==> src/rtl/ur_pkg.sv <==
package ur_pkg;

  localparam logic [3:0] TAG_CMD  = 4'h0;
  localparam logic [3:0] TAG_DATA = 4'h1;
  localparam logic [3:0] TAG_EOP  = 4'h2;

  typedef enum logic [1:0] {
    ST_IDLE = 2'd0,
    ST_DATA = 2'd1,
    ST_EOP  = 2'd2
  } ur_state_e;

  // Join the newer word above the held one and drop `off` leading bytes.
  function automatic logic [31:0] ur_merge(input logic [31:0] nxt,
                                           input logic [31:0] held,
                                           input logic [1:0]  off);
    logic [63:0] cat;
    cat = {nxt, held} >> {off, 3'b000};
    return cat[31:0];
  endfunction

  // Lanes kept in the final word; zero residue means all four lanes.
  function automatic logic [31:0] ur_keep(input logic [1:0] nbytes);
    logic [31:0] m;
    case (nbytes)
      2'd1:    m = 32'h0000_00FF;
      2'd2:    m = 32'h0000_FFFF;
      2'd3:    m = 32'h00FF_FFFF;
      default: m = 32'hFFFF_FFFF;
    endcase
    return m;
  endfunction

endpackage

==> src/rtl/ur_ctrl.sv <==
module ur_ctrl
  import ur_pkg::*;
#(
  parameter int LEN_W = 12
) (
  input  logic             clk,
  input  logic             rst_n,
  input  logic             pkt_start,
  input  logic [1:0]       pkt_offset,
  input  logic [LEN_W-1:0] pkt_len,
  input  logic             abort,
  input  logic             rd_valid,
  input  logic             cmd_valid,
  input  logic             fifo_full,
  output ur_state_e        state,
  output logic             rd_ready,
  output logic             rd_fire,
  output logic             cmd_ready,
  output logic             cmd_fire,
  output logic             data_fire,
  output logic             eop_fire,
  output logic             use_new,
  output logic             last_word,
  output logic             held_valid,
  output logic             aborted_q,
  output logic [1:0]       off_q,
  output logic [1:0]       lsb_q
);

  localparam int SUM_W = LEN_W + 2;

  ur_state_e        st;
  logic [LEN_W-1:0] in_left;
  logic [LEN_W-1:0] out_left;
  logic [SUM_W-1:0] in_sum;
  logic [SUM_W-1:0] out_sum;
  logic [LEN_W-1:0] in_words;
  logic [LEN_W-1:0] out_words;
  logic             start_take;
  logic             in_active;

  // word counts for a new packet
  always_comb begin
    in_sum    = SUM_W'(pkt_len) + SUM_W'(pkt_offset) + SUM_W'(3);
    out_sum   = SUM_W'(pkt_len) + SUM_W'(3);
    in_words  = (pkt_len == '0) ? '0 : in_sum[SUM_W-1:2];
    out_words = out_sum[SUM_W-1:2];
  end

  assign start_take = (st == ST_IDLE) && pkt_start;
  assign in_active  = (st == ST_DATA) && !abort;
  assign cmd_ready  = (st == ST_IDLE) && !fifo_full && !pkt_start;
  assign cmd_fire   = cmd_ready && cmd_valid;
  assign rd_ready   = in_active && (in_left != '0) &&
                      (!held_valid || (!fifo_full && (out_left != '0)));
  assign rd_fire    = rd_ready && rd_valid;
  assign use_new    = (in_left != '0);
  assign data_fire  = in_active && held_valid && (out_left != '0) && !fifo_full &&
                      (!use_new || rd_valid);
  assign eop_fire   = (st == ST_EOP) && !fifo_full;
  assign last_word  = (out_left == LEN_W'(1));
  assign state      = st;

  always_ff @(posedge clk or negedge rst_n) begin
    if (!rst_n) begin
      st         <= ST_IDLE;
      in_left    <= '0;
      out_left   <= '0;
      held_valid <= 1'b0;
      aborted_q  <= 1'b0;
      off_q      <= 2'd0;
      lsb_q      <= 2'd0;
    end else begin
      case (st)
        ST_IDLE: begin
          if (start_take) begin
            off_q      <= pkt_offset;
            lsb_q      <= pkt_len[1:0];
            in_left    <= in_words;
            out_left   <= out_words;
            aborted_q  <= 1'b0;
            held_valid <= 1'b0;
            st         <= (pkt_len == '0) ? ST_EOP : ST_DATA;
          end
        end
        ST_DATA: begin
          if (abort) begin
            aborted_q <= 1'b1;
            st        <= ST_EOP;
          end else begin
            if (rd_fire) begin
              in_left    <= in_left - LEN_W'(1);
              held_valid <= 1'b1;
            end
            if (data_fire) begin
              out_left <= out_left - LEN_W'(1);
              if (last_word) st <= ST_EOP;
            end
          end
        end
        ST_EOP: begin
          if (eop_fire) begin
            held_valid <= 1'b0;
            st         <= ST_IDLE;
          end
        end
        default: st <= ST_IDLE;
      endcase
    end
  end

  // an abort in the data phase always lands in the end-of-packet step, flagged
  assert_abort_to_eop_R9: assert property (@(posedge clk) disable iff (!rst_n)
    (st == ST_DATA && abort) |=> (st == ST_EOP && aborted_q));

  // the end-of-packet write leaves the block idle with nothing held
  assert_eop_clears_R4: assert property (@(posedge clk) disable iff (!rst_n)
    eop_fire |=> (st == ST_IDLE && !held_valid));

  // a zero-length packet skips straight to end of packet with no reads pending
  assert_zero_len_R5: assert property (@(posedge clk) disable iff (!rst_n)
    (start_take && pkt_len == '0) |=> (st == ST_EOP && in_left == '0));

  // once a word is held, reads never run ahead of the payload still owed
  assert_counts_R6: assert property (@(posedge clk) disable iff (!rst_n)
    (st == ST_DATA && held_valid) |-> (out_left >= in_left));

  // a start strobe while busy leaves the packet setup untouched
  assert_ignore_start_R10: assert property (@(posedge clk) disable iff (!rst_n)
    (st != ST_IDLE && pkt_start) |=> $stable({off_q, lsb_q}));

endmodule

==> src/rtl/ur_shift.sv <==
module ur_shift
  import ur_pkg::*;
(
  input  logic        clk,
  input  logic        rst_n,
  input  logic        rd_fire,
  input  logic [31:0] rd_data,
  input  logic        flush,
  input  logic        use_new,
  input  logic [1:0]  off,
  input  logic        last_word,
  input  logic [1:0]  lsb,
  output logic [31:0] held_word,
  output logic [31:0] out_word
);

  logic [31:0] held_q;
  logic [31:0] nxt;
  logic [31:0] merged;

  always_ff @(posedge clk or negedge rst_n) begin
    if (!rst_n)       held_q <= '0;
    else if (flush)   held_q <= '0;
    else if (rd_fire) held_q <= rd_data;
  end

  always_comb begin
    nxt      = use_new ? rd_data : 32'h0;
    merged   = ur_merge(nxt, held_q, off);
    out_word = last_word ? (merged & ur_keep(lsb)) : merged;
  end

  assign held_word = held_q;

endmodule

==> src/rtl/unaligned_realigner.sv <==
module unaligned_realigner
  import ur_pkg::*;
#(
  parameter int LEN_W = 12
) (
  input  logic             clk,
  input  logic             rst_n,
  input  logic             pkt_start,
  input  logic [1:0]       pkt_offset,
  input  logic [LEN_W-1:0] pkt_len,
  input  logic             abort,
  input  logic             rd_valid,
  input  logic [31:0]      rd_data,
  output logic             rd_ready,
  input  logic             cmd_valid,
  input  logic [31:0]      cmd_data,
  output logic             cmd_ready,
  input  logic             fifo_full,
  output logic             fifo_wr,
  output logic [3:0]       fifo_tag,
  output logic [31:0]      fifo_data
);

  ur_state_e   state;
  logic        rd_fire, cmd_fire, data_fire, eop_fire;
  logic        use_new, last_word, held_valid, aborted_q;
  logic [1:0]  off_q, lsb_q;
  logic [31:0] held_word, out_word;

  ur_ctrl #(.LEN_W(LEN_W)) ctrl_i (
    .clk        (clk),
    .rst_n      (rst_n),
    .pkt_start  (pkt_start),
    .pkt_offset (pkt_offset),
    .pkt_len    (pkt_len),
    .abort      (abort),
    .rd_valid   (rd_valid),
    .cmd_valid  (cmd_valid),
    .fifo_full  (fifo_full),
    .state      (state),
    .rd_ready   (rd_ready),
    .rd_fire    (rd_fire),
    .cmd_ready  (cmd_ready),
    .cmd_fire   (cmd_fire),
    .data_fire  (data_fire),
    .eop_fire   (eop_fire),
    .use_new    (use_new),
    .last_word  (last_word),
    .held_valid (held_valid),
    .aborted_q  (aborted_q),
    .off_q      (off_q),
    .lsb_q      (lsb_q)
  );

  ur_shift shift_i (
    .clk       (clk),
    .rst_n     (rst_n),
    .rd_fire   (rd_fire),
    .rd_data   (rd_data),
    .flush     (eop_fire),
    .use_new   (use_new),
    .off       (off_q),
    .last_word (last_word),
    .lsb       (lsb_q),
    .held_word (held_word),
    .out_word  (out_word)
  );

  assign fifo_wr = cmd_fire | data_fire | eop_fire;

  always_comb begin
    if (cmd_fire) begin
      fifo_tag  = TAG_CMD;
      fifo_data = cmd_data;
    end else if (data_fire) begin
      fifo_tag  = TAG_DATA;
      fifo_data = out_word;
    end else if (eop_fire) begin
      fifo_tag  = TAG_EOP;
      fifo_data = {23'h0, aborted_q, 6'h0, lsb_q};
    end else begin
      fifo_tag  = TAG_CMD;
      fifo_data = 32'h0;
    end
  end

  // commands, payload and end of packet never compete for the port
  assert_one_writer_R7: assert property (@(posedge clk) disable iff (!rst_n)
    $onehot0({cmd_fire, data_fire, eop_fire}));

  // nothing is written into a full FIFO
  assert_no_write_full_R8: assert property (@(posedge clk) disable iff (!rst_n)
    fifo_full |-> !fifo_wr);

  // held bytes survive a full-FIFO stall unchanged
  assert_hold_on_stall_R8: assert property (@(posedge clk) disable iff (!rst_n)
    (state == ST_DATA && fifo_full && !abort && held_valid) |=> $stable(held_word));

endmodule

==> config.mk <==
export PLATFORM = sky130hd
export DESIGN_NAME = unaligned_realigner
export DESIGN_NICKNAME = d
export VERILOG_FILES = /design/src/rtl/ur_pkg.sv /design/src/rtl/ur_ctrl.sv /design/src/rtl/ur_shift.sv /design/src/rtl/unaligned_realigner.sv
export SDC_FILE = /design/constraint.sdc
export NUM_CORES = 1
export LEC_CHECK = 0
export ABC_CLOCK_PERIOD_IN_PS = 2810
export BUFFER_PORTS_ARGS = -buffer_cell sky130_fd_sc_hd__buf_2
export CELL_PAD_IN_SITES_DETAIL_PLACEMENT = 1
export CELL_PAD_IN_SITES_GLOBAL_PLACEMENT = 1
export CORE_ASPECT_RATIO = 1.75
export CORE_UTILIZATION = 41
export DETAILED_ROUTE_END_ITERATION = 10
export PLACE_DENSITY = 0.86
export SLEW_MARGIN = 20
export SYNTH_ARGS = -nofsm -noshare
export SYNTH_HDL_FRONTEND = slang
export SYNTH_HIERARCHICAL = 1
export SYNTH_SLANG_ARGS = --single-unit
==> constraint.sdc <==
create_clock -name clk -period 2.81 [get_ports clk]
set_input_delay 0.562 -clock clk [delete_from_list [all_inputs] [get_ports clk]]
set_output_delay 0.562 -clock clk [all_outputs]
set_load 0.01 [all_outputs]
==> metrics, run 1 <==
WP data required=2250 ps; Synth Instances=585; Sink Count=64; VDD IR-drop max=approximately 0.47 mV; IO Pins=124; number of flops mapped to enable cells by yosys=0; Hold Crit Class=input port to asynchronous set/reset pin; WL/cell=22.59 µm; R2R cell count=11; Finish-stage setup viols=34; via count of the first global-routing pass=between 5000 and 6000; number of max-cap violations=0; maximum clock path buffer count=2; worst hold slack=between 150 and 200 ps; RSZ-0062 raised after global routing=yes; fin. max-slew vios=0; synthesis-stage register bit count=64; Least-Margin Pin Slew=just over 800 ps; ratio of cells with drive above 1 in the final layout=about 36%; CTS tree=built; Distinct cells, synth=73; stages on the worst setup path=8; Synth Cell Area=about 5300 µm²; kind of cell adding the most delay to the critical path=simple AND/OR/NAND/NOR gates; clk_lat worst skew=340 ps; Worst path slowest cell=or4_4; initial core utilization=42.07%; # diodes=0; combinational power share=a little over half; ys flop type=dfrtp_1; Finished Layout Cells=between 800 and 900; CP max stage delay=roughly 560 ps; NetSw=2.986 mW; FP Rows=54; Die Width=approximately 88 µm; sequential fraction of the synthesis area=a little under a third; final worst path period need=2989 ps; Tcrit/Tclk final=106.4%; relative slew slack=around 45%; Post-Route Skew=8.180 ps; largest net degree at the start of global routing=46; Yosys Warn Count=6; Area Overhead vs Synth=31.00%; Overall Global Routing Usage=30.40%; DRC violations left=0; register share of total power=~28%; initial antenna violation count=0; routed wire length=between 20 and 25 mm; commonest non-fill, non-tap cells in the layout=buf_2 (120), dfrtp_1 (61), mux2i_1 (58), nor2_1 (56), buf_4 (37); crit-path max FO=8; Leak=3.005 nW; Via Count=5621; Sum Neg Setup Slack=-3868 ps; Pint=3.652 mW; Worst EP arrival=2430 ps; pre-CTS setup slack=-12.61 ps; Max Freq=between 300 and 400 MHz; crit path buf inv count=2; total power=6.638 mW; PortBufs=roughly 120; Crit Path Category=flip-flop to output pin; Via density=6.259; Cells after DPL=a little under 900; Setup crit start kind=flip-flop; detailed placer's ending HPWL=between 10 and 15 mm; most common cell after layout, fill and taps aside=buf_2; clock-pin transition on the worst setup and hold timing paths=roughly 60 ps; gpl congestion=0.9762; htree depth=3; failing checks=setup timing; first-pass GRT wire length=31.24 mm; initial drt markers=between 200 and 250; clock root cell=clkbuf_16; net total in the final layout=820; critical path cell sequence=or4_4 > nor3_4 > nand3_2 > inv_2 > nand2_2 > and2_1 > a22o_1 > buf_2; Initial DRT Pass Iterations=4; total CTS buffers=9; Placeable Area=12500 µm²; outcome=complete, but fails checks; Final WS setup=-178.7 ps; clock network fraction of total power=17.0%; Routed Antenna Nets=0; total gr overflow=0; Power per Cell Area=963.5 nW/µm²; Die ar.=roughly 13000 µm²; syn_area_per_cell=around 9 µm²; Die Ht=151.8 µm; asr flop ratio synth=100.0%; Sw Share=44.98%; final hold violation count=0; CP Capture Type=output pin
path summary, 6_finish.rpt:
check,startpoint,to,slack [ps]
worst max-delay path,ctrl_i/out_left[6]$_DFFE_PN0P_,fifo_data[23],-180
worst min-delay path,rst_n,shift_i/held_word[3]$_DFFE_PN0P_,190
worst max register to register,ctrl_i/in_left[0]$_DFFE_PN0P_,shift_i/held_word[29]$_DFFE_PN0P_,280
worst min register to register,ctrl_i/aborted_q$_DFFE_PN0P_,ctrl_i/aborted_q$_DFFE_PN0P_,520
max in group asynchronous,rst_n,ctrl_i/state[0]$_DFFE_PN0P_,1960
min in group clk,rd_data[24],shift_i/held_word[24]$_DFFE_PN0P_,480
sequential cells by signal (all words and copies together) (netlist names):
register	flops
ctrl_i/in_left	12
ctrl_i/state	2
ctrl_i/off_q	2
shift_i/held_word	32
ctrl_i/lsb_q	2
ctrl_i/out_left	12
ctrl_i/held_valid	1
ctrl_i/aborted_q	1
Yosys cell counts, types with 5 or more instances:
master,count,share of area [%]
buf_4,5,0.71
o22ai_1,22,2.6
xor2_1,6,1.0
dfrtp_1,64,30
nor4_1,10,1.2
o21ai_0,24,2.3
ha_1,9,2.1
clkbuf_1,15,1.1
inv_1,17,1.2
a22o_1,29,4.8
a21oi_1,30,2.9
nand3_1,13,1.2
nor2_1,58,4.1
xnor2_1,5,0.83
nand2b_1,5,0.59
nor2b_1,21,2.5
mux4_2,8,3.4
nor3_1,11,1.0
nand2_1,32,2.3
buf_6,6,1.3
and2_1,12,1.4
buf_2,8,0.76
a31oi_1,9,1.1
mux2i_1,58,11
nand4_1,5,0.59
a211oi_1,13,1.9
stage by stage:
stage | util (%) | instance area, µm²
floorplan | - | 5263
global placement | 49.13 | 6141
detailed placement | 49.13 | 6141
CTS | 53.92 | 6740
global route | 55.12 | 6889
finish | 55.12 | 6889
cell families after synthesis:
family,synth area share [%]
XOR/XNOR,1.832
adder cells (fa/ha/maj),2.522
AND/OR/NAND/NOR,20.29
flip-flops,30.45
AO/OA/AOI/OAI,23.29
buffers and inverters,6.852
multiplexers,14.68
other,0.07131
area by class of cell:
type                            count  area [µm²]
Sequential cell                    64        1605
Clock buffer                       10       229.0
Fill cell                        1465        5610
Tap cell                          168       210.2
Multi-Input combinational cell    461        3618
Timing Repair Buffer              172        1102
Clock inverter                      6       60.06
Inverter                           17       63.81
power groups by stage:
stage / Combinational (mW) / Sequential, mW / Clock, mW
2_1_floorplan: 2.28 / 1.64 / 0
3_3_place_gp: 2.92 / 1.75 / 0
3_5_place_dp: 3.10 / 1.82 / 0
4_1_cts: 3.35 / 1.84 / 1.14
5_1_grt: 3.89 / 1.92 / 1.18
6_report: 3.63 / 1.87 / 1.13
routing by layer:
layer	GRT usage, %	share of wire, %	vias up
met3	4.128	5.6	81
met5	0	0	-
met4	15.46	4.9	0
met1	31.96	35	2790
met2	56.70	54	271
li1	-	-	2479
what timing repair did:
item	4_1_cts	5_1_grt
hold buffers	0	0
gates resized for setup	47	24
setup endpoints to repair	35	36
setup buffers	12	7
pin swaps	34	25
cloned	1	0
(Power assumes the default switching activity.)
==> inputs of run 2 (changes only) <==
--- a/config.mk
+++ b/config.mk
@@ -11,10 +11,11 @@
 export CELL_PAD_IN_SITES_GLOBAL_PLACEMENT = 1
 export CORE_ASPECT_RATIO = 1.75
 export CORE_UTILIZATION = 41
+export CTS_BUF_LIST = sky130_fd_sc_hd__clkbuf_4 sky130_fd_sc_hd__clkbuf_8
 export DETAILED_ROUTE_END_ITERATION = 10
-export PLACE_DENSITY = 0.86
+export PLACE_DENSITY = 0.88
+export SETUP_SLACK_MARGIN = 0.05
 export SLEW_MARGIN = 20
 export SYNTH_ARGS = -nofsm -noshare
 export SYNTH_HDL_FRONTEND = slang
-export SYNTH_HIERARCHICAL = 1
 export SYNTH_SLANG_ARGS = --single-unit
==> metrics, run 2 <==
outcome=complete, but fails checks; failing checks=setup timing; Post-Route Skew=16.57 ps (+8.393 ps); number of flops mapped to enable cells by yosys=0 (unchanged); Area contributors post-synth=dfrtp_1 (31%), nand2_1 (7.7%), a22o_1 (5.5%); relative slew slack=42.68% (-2.1 points); initial antenna violation count=0 (unchanged); Via Count=5444 (-3.1%); via count of the first global-routing pass=5886 (-1.3%); top-area cell type share of the netlist area=31.50% (+1.0 points); PortBufs=121 (unchanged); gpl congestion=0.8769 (-10%); Placeable Area=12070 µm² (-3.4%); ys flop type=dfrtp_1; total CTS buffers=9 (unchanged); number of hold buffers added after cts=0 (unchanged); simple-gate share of the synthesized area=26.33% (+6.0 points); Synth Instances=623 (+6.5%); Leak=3.026 nW (+0.72%); R2R cell count=12 (+1); Worst EP arrival=2390 ps (-40 ps); Max Freq=339.1 MHz (+1.4%); initial drt markers=254 (+2.0%); VDD IR-drop max=0.3864 mV (-18%); Yosys Warn Count=0 (-6); final hold violation count=0 (unchanged); initial core utilization=42.13% (+0.059 points); ratio of cells with drive above 1 in the final layout=30.25% (-6.1 points); crit-path max FO=8 (unchanged); Distinct cells, synth=62 (-15%); FP Rows=53 (-1.9%); kind of cell adding the most delay to the critical path=simple AND/OR/NAND/NOR gates; Cells after DPL=888 (+2.5%); Sum Neg Setup Slack=-3214 ps (+654.1 ps); final instance area=6526 µm² (-5.3%); pre-CTS setup slack=-78.80 ps (-66.19 ps); Hold Crit Class=input port to asynchronous set/reset pin; stages on the worst setup path=9 (+1); Synth top cells by count=nand2_1 (104), dfrtp_1 (64), nand3_1 (49); most common cell after layout, fill and taps aside=buf_2; clock root cell=clkbuf_8; first-pass GRT wire length=29.87 mm (-4.4%); Initial DRT Pass Iterations=5 (+1); Power per Cell Area=886.6 nW/µm² (-8.0%); Die ar.=12870 µm² (-3.2%); Least-Margin Pin Slew=859.9 ps (+36.64 ps); Crit Path Category=flip-flop to output pin; Tcrit/Tclk final=104.9% (-1.4 points); Compound-Gate Fraction of Synth Area=21.58% (-1.7 points); fin. max-slew vios=0 (unchanged); sequential fraction of the synthesis area=31.50% (+1.0 points); CP Capture Type=output pin; Finished Layout Cells=922 (+2.7%); Die Ht=149.3 µm (-1.6%); crit path buf inv count=3 (+1); WP data required=2250 ps (about the same); largest family of logic cells by synthesized area=simple AND/OR/NAND/NOR gates; total power=5.786 mW (-13%); IO Pins=124 (unchanged); number of max-cap violations=0 (unchanged); CP max stage delay=410 ps (-150 ps); Finish-stage setup viols=33 (-2.9%); asr flop ratio synth=100.0% (unchanged); Synth Cell Area=5085 µm² (-3.3%); htree depth=3 (unchanged); CTS tree=built; Routed Antenna Nets=0 (unchanged); syn_area_per_cell=8.162 µm² (-9.2%); maximum clock path buffer count=2 (unchanged); Via density=5.905 (-5.7%); largest net degree at the start of global routing=57 (+24%); RSZ-0062 raised after global routing=yes; largest area contributor in the netlist=dfrtp_1; synthesis-stage register bit count=64 (unchanged); Final WS setup=-138.8 ps (+39.87 ps); clk_lat worst skew=370 ps (+30 ps); critical path cell sequence=inv_2 > ha_4 > nor4b_4 > nand4_4 > buf_12 > a31oi_4 > a21oi_1 > a22o_1 > buf_2; # diodes=0 (unchanged); commonest non-fill, non-tap cells in the layout=buf_2 (120), nand2_1 (102), dfrtp_1 (62), nand3_1 (49), a21oi_1 (34); placed cell area=5926 µm² (-3.5%); Area Overhead vs Synth=28.35%; net total in the final layout=847 (+3.3%); max reg flops=32 (unchanged); Worst path slowest cell=dfrtp_1; Sink Count=64 (unchanged); Post-Synth XOR/XNOR Area=3.789% (+2.0 points); WL/cell=20.23 µm (-10%); Overall Global Routing Usage=29.80% (-0.59 points); detailed placer's ending HPWL=13.51 mm (-1.6%); Setup crit start kind=flip-flop; total gr overflow=0 (unchanged); clock-pin transition on the worst setup and hold timing paths=70 ps (about the same); final worst path period need=2949 ps (-39.87 ps); multiplexer area fraction after synthesis=8.661% (-6.0 points); routed wire length=18.65 mm (-8.1%); DRC violations left=0 (unchanged); count leader, synth=nand2_1; Adder-Cell Fraction of Synth Area=2.608% (+0.086 points); Die Width=86.19 µm (-1.6%)
run 2: cell types whose count changed after synthesis, sizes merged, moves of 8 or more:
cell	before	now
buf	25	17
nor2	58	26
nand2	32	104
xnor2	5	14
mux2i	58	26
clkbuf	19	30
nand3	14	50
run 2: worst paths after layout:
| path | slack, ps | startpoint | to |
|---|---|---|---|
| hold reg to reg | 510 | shift_i.held_word[1]$_DFFE_PN0P_ | shift_i.held_word[1]$_DFFE_PN0P_ |
| setup reg to reg | 150 | ctrl_i.out_left[7]$_DFFE_PN0P_ | shift_i.held_word[8]$_DFFE_PN0P_ |
| max in group asynchronous | 1940 | rst_n | ctrl_i.out_left[5]$_DFFE_PN0P_ |
| setup / recovery | -140 | ctrl_i.in_left[0]$_DFFE_PN0P_ | fifo_data[13] |
| hold / removal | 190 | rst_n | shift_i.held_word[10]$_DFFE_PN0P_ |
| min in group clk | 390 | rd_data[28] | shift_i.held_word[28]$_DFFE_PN0P_ |
run 2: layout make-up:
cell class                      count  area, µm²
Timing Repair Buffer              164       1041
Clock buffer                       14      180.2
Inverter                           17      63.81
Clock inverter                      2      37.54
Multi-Input combinational cell    496       3393
Fill cell                        1500       5543
Tap cell                          165      206.4
Sequential cell                    64       1604
run 2: through the flow:
stage	hold slack (ps)	utilization (%)
after floorplan	266.4	-
after global placement	476.9	49.10
after detailed placement	495.8	49.10
after CTS	200.8	52.98
after global routing	234.2	54.07
final	193.4	54.07
run 2: report_power, final:
part           leakage [nW]  internal, mW  switching [mW]
Combinational          2.10          1.33            1.70
Sequential            0.817          1.35           0.531
Clock                 0.110         0.503           0.376
run 2: repair_timing:
action,CTS,global route
pin swaps,15,7
endpoints found under the setup margin,34,40
resized for setup,29,15
cloned,0,1
setup buffers,14,3
endpoints found under the hold margin,0,0
run 2: kinds of logic (layout without fill, tap and decap cells):
kind of cell	after synthesis	after routing
AO/OA/AOI/OAI	163	163
flip-flops	64	64
XOR/XNOR	22	22
adder cells (fa/ha/maj)	10	10
multiplexers	34	34
other	1	2
buffers and inverters	64	197
AND/OR/NAND/NOR	265	265
run 2: routing by layer:
metal,track usage [%],up-vias,wire length (µm)
li1,-,2517,-
met5,0,-,0
met1,31.93,2695,6859
met4,12.00,0,489
met2,57.38,190,10480
met3,3.818,42,817
